`src/rtl/ctl_seq_pkg.sv`:
```
package ctl_seq_pkg;
  localparam int WORD_W = 32;
  typedef logic [WORD_W-1:0] ctl_word_t;

  // strobe bit positions
  localparam int S_PC_DRIVE   = 0;
  localparam int S_PC_LOAD    = 1;
  localparam int S_PC_INC     = 2;
  localparam int S_MAR_LOAD   = 3;
  localparam int S_MEM_DRIVE  = 4;
  localparam int S_MEM_WRITE  = 5;
  localparam int S_MEM_DATA   = 6;
  localparam int S_IR_LOAD    = 7;
  localparam int S_ACC_LOAD   = 8;
  localparam int S_ACC_DRIVE  = 9;
  localparam int S_RA_LOAD    = 10;
  localparam int S_RA_DRIVE   = 11;
  localparam int S_RB_LOAD    = 12;
  localparam int S_RB_DRIVE   = 13;
  localparam int S_RC_LOAD    = 14;
  localparam int S_RC_DRIVE   = 15;
  localparam int S_ALU_RES    = 16;
  localparam int S_ALU_FLG    = 17;
  localparam int S_ALU_DRIVE  = 18;
  localparam int S_ALU_A_BUS  = 19;
  localparam int S_ALU_FN_LO  = 20;
  localparam int S_ALU_LOGIC  = 24;
  localparam int S_ALU_CARRY  = 25;
  localparam int S_SP_LOAD    = 26;
  localparam int S_SP_DRIVE   = 27;
  localparam int S_STEP_END   = 28;
  localparam int S_HALT       = 29;

  localparam ctl_word_t FETCH0 = (ctl_word_t'(1) << S_PC_DRIVE) | (ctl_word_t'(1) << S_MAR_LOAD);
  localparam ctl_word_t FETCH1 = (ctl_word_t'(1) << S_MEM_DRIVE) | (ctl_word_t'(1) << S_IR_LOAD) |
                                 (ctl_word_t'(1) << S_PC_INC);

  localparam logic [7:0] OP_NOP  = 8'h00;
  localparam logic [7:0] OP_LDI  = 8'h01;
  localparam logic [7:0] OP_MVA  = 8'h02;
  localparam logic [7:0] OP_ADD  = 8'h03;
  localparam logic [7:0] OP_JMP  = 8'h04;
  localparam logic [7:0] OP_JZ   = 8'h05;
  localparam logic [7:0] OP_STO  = 8'h06;
  localparam logic [7:0] OP_PUSH = 8'h07;
  localparam logic [7:0] OP_MVB  = 8'h08;
  localparam logic [7:0] OP_SUB  = 8'h0A;
  localparam logic [7:0] OP_AND  = 8'h0B;
  localparam logic [7:0] OP_HALT = 8'hFF;
endpackage

```
`src/rtl/ctl_shadow.sv`:
```
module ctl_shadow #(
  parameter int W = 8
) (
  input  logic         clk,
  input  logic [W-1:0] d,
  output logic [W-1:0] q
);
  // copy taken on every control edge; forms part of the lookup address
  always_ff @(posedge clk) begin
    q <= d;
  end
endmodule

```
`src/rtl/ctl_step_ctr.sv`:
```
module ctl_step_ctr #(
  parameter int STEPS = 8
) (
  input  logic                     clk,
  input  logic                     rst,
  input  logic                     clear,
  output logic [$clog2(STEPS)-1:0] step_q,
  output logic [STEPS-1:0]         step_oh
);
  localparam int SW = $clog2(STEPS);

  logic [SW-1:0]    step_d;
  logic [STEPS-1:0] oh_d;

  always_comb begin
    if (rst || clear)
      step_d = '0;
    else if (step_q == SW'(STEPS - 1))
      step_d = '0;
    else
      step_d = step_q + SW'(1);
  end

  genvar gi;
  generate
    for (gi = 0; gi < STEPS; gi++) begin : g_dec
      assign oh_d[gi] = (step_d == SW'(gi));
    end
  endgenerate

  always_ff @(posedge clk) begin
    step_q  <= step_d;
    step_oh <= oh_d;
  end

  AST_RESET_ZERO: assert property (@(posedge clk) rst |=> (step_q == '0));
  AST_ADVANCE: assert property (@(posedge clk) disable iff (rst)
    (!clear && step_q != SW'(STEPS - 1)) |=> (step_q == SW'($past(step_q) + SW'(1))));
  AST_WRAP: assert property (@(posedge clk) disable iff (rst)
    (!clear && step_q == SW'(STEPS - 1)) |=> (step_q == '0));
  AST_EARLY_END: assert property (@(posedge clk) disable iff (rst)
    clear |=> (step_q == '0));
  AST_ONE_HOT: assert property (@(posedge clk) disable iff (rst)
    $countones(step_oh) == 1);
endmodule

```
`src/rtl/ctl_ucode.sv`:
```
module ctl_ucode
  import ctl_seq_pkg::*;
#(
  parameter int INSTR_W = 8,
  parameter int FLAG_W  = 4,
  parameter int STEP_W  = 3,
  parameter int ZF_BIT  = 1
) (
  input  logic [INSTR_W-1:0] op,
  input  logic [FLAG_W-1:0]  fl,
  input  logic [STEP_W-1:0]  st,
  output ctl_word_t          word
);
  localparam logic [FLAG_W-1:0] ZF_MASK = FLAG_W'(1) << ZF_BIT;

  function automatic ctl_word_t bitw(input int pos);
    return ctl_word_t'(1) << pos;
  endfunction

  function automatic ctl_word_t fnw(input logic [3:0] f);
    return ctl_word_t'(f) << S_ALU_FN_LO;
  endfunction

  function automatic ctl_word_t decode(input logic [INSTR_W-1:0] o,
                                       input logic [FLAG_W-1:0] f,
                                       input logic [STEP_W-1:0] s);
    ctl_word_t w;
    logic      zf;
    w  = '0;
    zf = |(f & ZF_MASK);
    if (s == STEP_W'(0)) begin
      w = FETCH0;
    end else if (s == STEP_W'(1)) begin
      w = FETCH1;
    end else begin
      case (o)
        INSTR_W'(OP_LDI): case (s)
          STEP_W'(2): w = bitw(S_PC_DRIVE) | bitw(S_MAR_LOAD);
          STEP_W'(3): w = bitw(S_MEM_DRIVE) | bitw(S_ACC_LOAD) | bitw(S_PC_INC) | bitw(S_STEP_END);
          default:    w = '0;
        endcase
        INSTR_W'(OP_MVA):
          w = (s == STEP_W'(2)) ? (bitw(S_ACC_DRIVE) | bitw(S_RA_LOAD) | bitw(S_STEP_END)) : '0;
        INSTR_W'(OP_MVB):
          w = (s == STEP_W'(2)) ? (bitw(S_RA_DRIVE) | bitw(S_RB_LOAD) | bitw(S_STEP_END)) : '0;
        INSTR_W'(OP_ADD), INSTR_W'(OP_SUB), INSTR_W'(OP_AND): case (s)
          STEP_W'(2): begin
            if (o == INSTR_W'(OP_ADD))
              w = bitw(S_RA_DRIVE) | fnw(4'b1001) | bitw(S_ALU_RES) | bitw(S_ALU_FLG);
            else if (o == INSTR_W'(OP_SUB))
              w = bitw(S_RB_DRIVE) | fnw(4'b0110) | bitw(S_ALU_CARRY) | bitw(S_ALU_RES) | bitw(S_ALU_FLG);
            else
              w = bitw(S_RC_DRIVE) | fnw(4'b1011) | bitw(S_ALU_LOGIC) | bitw(S_ALU_RES);
          end
          STEP_W'(3): w = bitw(S_ALU_DRIVE) | bitw(S_ACC_LOAD) | bitw(S_STEP_END);
          default:    w = '0;
        endcase
        INSTR_W'(OP_JMP), INSTR_W'(OP_JZ): begin
          if (o == INSTR_W'(OP_JZ) && !zf) begin
            w = (s == STEP_W'(2)) ? (bitw(S_PC_INC) | bitw(S_STEP_END)) : '0;
          end else begin
            case (s)
              STEP_W'(2): w = bitw(S_PC_DRIVE) | bitw(S_MAR_LOAD);
              STEP_W'(3): w = bitw(S_MEM_DRIVE) | bitw(S_PC_LOAD) | bitw(S_STEP_END);
              default:    w = '0;
            endcase
          end
        end
        INSTR_W'(OP_STO): case (s)
          STEP_W'(2): w = bitw(S_PC_DRIVE) | bitw(S_MAR_LOAD);
          STEP_W'(3): w = bitw(S_MEM_DRIVE) | bitw(S_MAR_LOAD) | bitw(S_PC_INC);
          STEP_W'(4): w = bitw(S_ACC_DRIVE) | bitw(S_MEM_WRITE) | bitw(S_MEM_DATA) | bitw(S_STEP_END);
          default:    w = '0;
        endcase
        INSTR_W'(OP_PUSH): case (s)
          STEP_W'(2): w = bitw(S_SP_DRIVE) | bitw(S_MAR_LOAD);
          STEP_W'(3): w = bitw(S_ACC_DRIVE) | bitw(S_MEM_WRITE) | bitw(S_MEM_DATA);
          STEP_W'(4): w = bitw(S_SP_DRIVE) | bitw(S_ALU_A_BUS) | bitw(S_ALU_RES);
          STEP_W'(5): w = bitw(S_ALU_DRIVE) | bitw(S_SP_LOAD);
          default:    w = '0;
        endcase
        INSTR_W'(OP_HALT):
          w = (s == STEP_W'(2)) ? (bitw(S_HALT) | bitw(S_STEP_END)) : '0;
        default:
          w = (s == STEP_W'(2)) ? bitw(S_STEP_END) : '0;
      endcase
    end
    return w;
  endfunction

  always_comb begin
    word = decode(op, fl, st);
  end
endmodule

```
`src/rtl/ctl_seq.sv`:
```
module ctl_seq
  import ctl_seq_pkg::*;
#(
  parameter int INSTR_W = 8,
  parameter int FLAG_W  = 4,
  parameter int STEPS   = 8,
  parameter int ZF_BIT  = 1
) (
  input  logic               clk,
  input  logic               rst,
  input  logic [INSTR_W-1:0] instr_in,
  input  logic [FLAG_W-1:0]  flags_in,
  output logic [WORD_W-1:0]  strobes,
  output logic [STEPS-1:0]   step_oh
);
  localparam int STEP_W = $clog2(STEPS);

  logic [INSTR_W-1:0] instr_q;
  logic [FLAG_W-1:0]  flags_q;
  logic [STEP_W-1:0]  step_q;
  ctl_word_t          word;

  ctl_shadow #(.W(INSTR_W)) u_instr_shadow (.clk(clk), .d(instr_in), .q(instr_q));
  ctl_shadow #(.W(FLAG_W))  u_flag_shadow  (.clk(clk), .d(flags_in), .q(flags_q));

  ctl_step_ctr #(.STEPS(STEPS)) u_step (
    .clk    (clk),
    .rst    (rst),
    .clear  (word[S_STEP_END]),
    .step_q (step_q),
    .step_oh(step_oh)
  );

  ctl_ucode #(
    .INSTR_W(INSTR_W),
    .FLAG_W (FLAG_W),
    .STEP_W (STEP_W),
    .ZF_BIT (ZF_BIT)
  ) u_ucode (
    .op  (instr_q),
    .fl  (flags_q),
    .st  (step_q),
    .word(word)
  );

  assign strobes = word;

  AST_FETCH_FIRST: assert property (@(posedge clk) disable iff (rst)
    step_oh[0] |-> (strobes == FETCH0));
  AST_FETCH_SECOND: assert property (@(posedge clk) disable iff (rst)
    step_oh[1] |-> (strobes == FETCH1));
  AST_SPARE_ZERO: assert property (@(posedge clk) disable iff (rst)
    strobes[WORD_W-1:WORD_W-2] == 2'b00);
endmodule

```
`config.mk`:
```
export PLATFORM = sky130hd
export DESIGN_NAME = ctl_seq
export DESIGN_NICKNAME = d
export VERILOG_FILES = /design/src/rtl/ctl_seq_pkg.sv /design/src/rtl/ctl_shadow.sv /design/src/rtl/ctl_step_ctr.sv /design/src/rtl/ctl_ucode.sv /design/src/rtl/ctl_seq.sv
export SDC_FILE = /design/constraint.sdc
export NUM_CORES = 1
export LEC_CHECK = 0
export BUFFER_PORTS_ARGS = -buffer_cell sky130_fd_sc_hd__buf_2
export CELL_PAD_IN_SITES_DETAIL_PLACEMENT = 1
export CELL_PAD_IN_SITES_GLOBAL_PLACEMENT = 2
export CORE_ASPECT_RATIO = 0.5
export CORE_MARGIN = 2
export CORE_UTILIZATION = 27
export DETAILED_ROUTE_END_ITERATION = 7
export PLACE_DENSITY = 0.93
export SETUP_SLACK_MARGIN = 0.05
export SLEW_MARGIN = 20
export SYNTH_ARGS = -nofsm -noshare
export SYNTH_HDL_FRONTEND = slang
export SYNTH_HIERARCHICAL = 1
export SYNTH_SLANG_ARGS = --single-unit
```
`constraint.sdc`:
```
create_clock -name clk -period 3.7 [get_ports clk]
set_input_delay 0.555 -clock clk [delete_from_list [all_inputs] [get_ports clk]]
set_output_delay 0.555 -clock clk [all_outputs]
set_load 0.005 [all_outputs]
```
==> results_dict.tcl <==
set metrics [dict create \
    grt_pass1_vias 1109 \
    min_period_over_period_pct 77.4 \
    htree_levels 1 \
    cp-end-kind "primary output" \
    setup_violations 0 \
    final_nets 196 \
    worstPathRequired_ns 3.14 \
    preCtsSetupSlack_ns 1.09 \
    met2RoutedLength_mm 1.52 \
    dp_hpwl_mm 2.38 \
    post_synth.cell_area_avg_um2 8.23 \
    hold_viol_final 0 \
    cts_tree "done" \
    min_from "instr_in[0]" \
    peakVddDrop_v 0.000277 \
    routed_wl_mm 3.15 \
    p_clk_share_pct 32.9 \
    initial_core_util_pct 29.0 \
    place_area_um2 1350 \
    ctsHoldBuffers 0 \
    cts_resized 0 \
    gp_congestion 0.814 \
    wl_per_cell_um 13.5 \
    rsz0062_at_grt "no" \
    status "finished, final reports clean" \
    power_density_nw_per_um2 451 \
    reg2reg_from "u_step/step_q[0]" \
    maxSlewHeadroom_pct 45.7 \
    num_io_pins 54 \
    clk_latency_ns 0.25 \
    clkSlewWorstSetupHoldPaths_ns 0.07 \
    maxCapViolations 0 \
    placementRows 16 \
    dr.first_iter.drc_count 60 \
    die_area_um2 4870 \
    final_area_um2 1430 \
    hp-class "input pin to flip-flop" \
    fin_crit_ns 2.86 \
    finalNonFillerCells 233 \
    cts-root-buf "clkbuf_8" \
    grtUsageTotal_pct 12.9 \
    gr-total-overflow 0 \
    dieWidth_um 96.7 \
    max_freq_mhz 349 \
    grt_pass1_wl_mm 5.13 \
    power.switching_w 0.000191 \
    post-cts-setup-buffers 0 \
    crit_path_start "u_step/step_q[0]" \
    fin_ws_ns 0.838 \
    startpoint_type "flip-flop" \
    drt_first_pass_iters 5 \
    syn_inst 141 \
    intPower_w 0.000452 \
    synth_area_um2 1160 \
    tightest_slew_ns 0.813 \
    p_leak_nw 0.678 \
    vias_per_cell 4.78 \
    dp_cells 229 \
    critPathArrivalTime_ns 2.31 \
    combPwrFrac_pct 24.9 \
    clock_skew_ns 0.00730 \
    slew_viol_final 0 \
    areaGrowthSynthToFinish_pct 22.9 \
    drc 0 \
    core_area_um2 4000 \
    route.met3.wl_um 108 \
    ys_warn_count 6 \
    clockBufferDepth 2 \
    switching_share_pct 29.7 \
    critPathMaxFanout 22 \
    wl_met1_mm 1.51 \
    fin_setup_tns_ns 0 \
    ant_nets 0 \
    grt_max_degree 23 \
    antenna_found_initial 0 \
    crit_type "flip-flop to primary output" \
    drive_above_1_share_pct 35.2 \
    die_y_um 50.3 \
    cts_sinks 20 \
    io_buffer_count 47 \
    seqPwrFrac_pct 42.3 \
    num_vias 1113 \
    dr.max_layer_used "met4" \
    antenna_cells 0 \
    cts_buffers 3 \
]
## sequential cells by signal, summed over array words and instances, names as in the netlist
name	count
u_instr_shadow/q	8
u_step/step_oh	8
u_flag_shadow/q	1
u_step/step_q	3
## cell usage in the layout (no fill, tap or decap), types with 3 or more instances in the layout
master     n
a21oi_1    5
and3_1     5
buf_2     47
clkbuf_8   3
conb_1     3
dfxtp_1   20
nand2_1   12
nand2b_1   4
nand3_1    4
nor2_1    17
nor2b_1    3
nor3_1     9
o21ai_0    4
## stage by stage
step | hold WS (ns) | total power, W | utilization (%)
6_report | 0.402 | 0.000642 | 35.6
5_1_grt | 0.386 | 0.000684 | 35.6
4_1_cts | 0.397 | 0.000648 | 35.6
3_5_place_dp | 0.659 | 0.000434 | 33.8
3_3_place_gp | 0.659 | 0.000429 | 33.8
2_1_floorplan | 0.548 | 0.000383 | -
## path summary, 6_finish.rpt
kind	slack, ns	cells after the start	end
max	0.84	5	strobes[28]
min	0.40	1	u_instr_shadow/q[0]
max reg2reg	1.05	6	u_step/step_oh[5]
min reg2reg	0.79	2	u_step/step_oh[1]
## power by group through the flow
stage | sequential (W) | combinational [W] | clock, W
final | 0.000271 | 0.000160 | 0.000211
after floorplan | 0.000258 | 0.000125 | 0
after detailed placement | 0.000276 | 0.000158 | 0
after global placement | 0.000275 | 0.000155 | 0
after global routing | 0.000278 | 0.000177 | 0.000229
after CTS | 0.000272 | 0.000160 | 0.000216
## layout make-up
cell class	instances	area, um2
Clock inverter	1	30.0
Clock buffer	3	41.3
Timing Repair Buffer	48	243
Multi-Input combinational cell	103	628
Sequential cell	20	400
Tap cell	54	67.6
Inverter	4	15.0
Fill cell	515	2580
## layer usage
layer / up-vias / global-route usage [%]
li1: 565 / -
met1: 523 / 16.1
met2: 23 / 23.1
met3: 2 / 2.65
met4: 0 / 3.05
met5: - / 0
## critical path, stage by stage (launching register included)
cell and delay, ns:
dfxtp_1 0.85, inv_1 0.29, a21bo_2 0.27, a31oi_1 0.19, o211ai_1 0.24, buf_2 0.20
No activity file was read; power rests on OpenSTA's default activity.
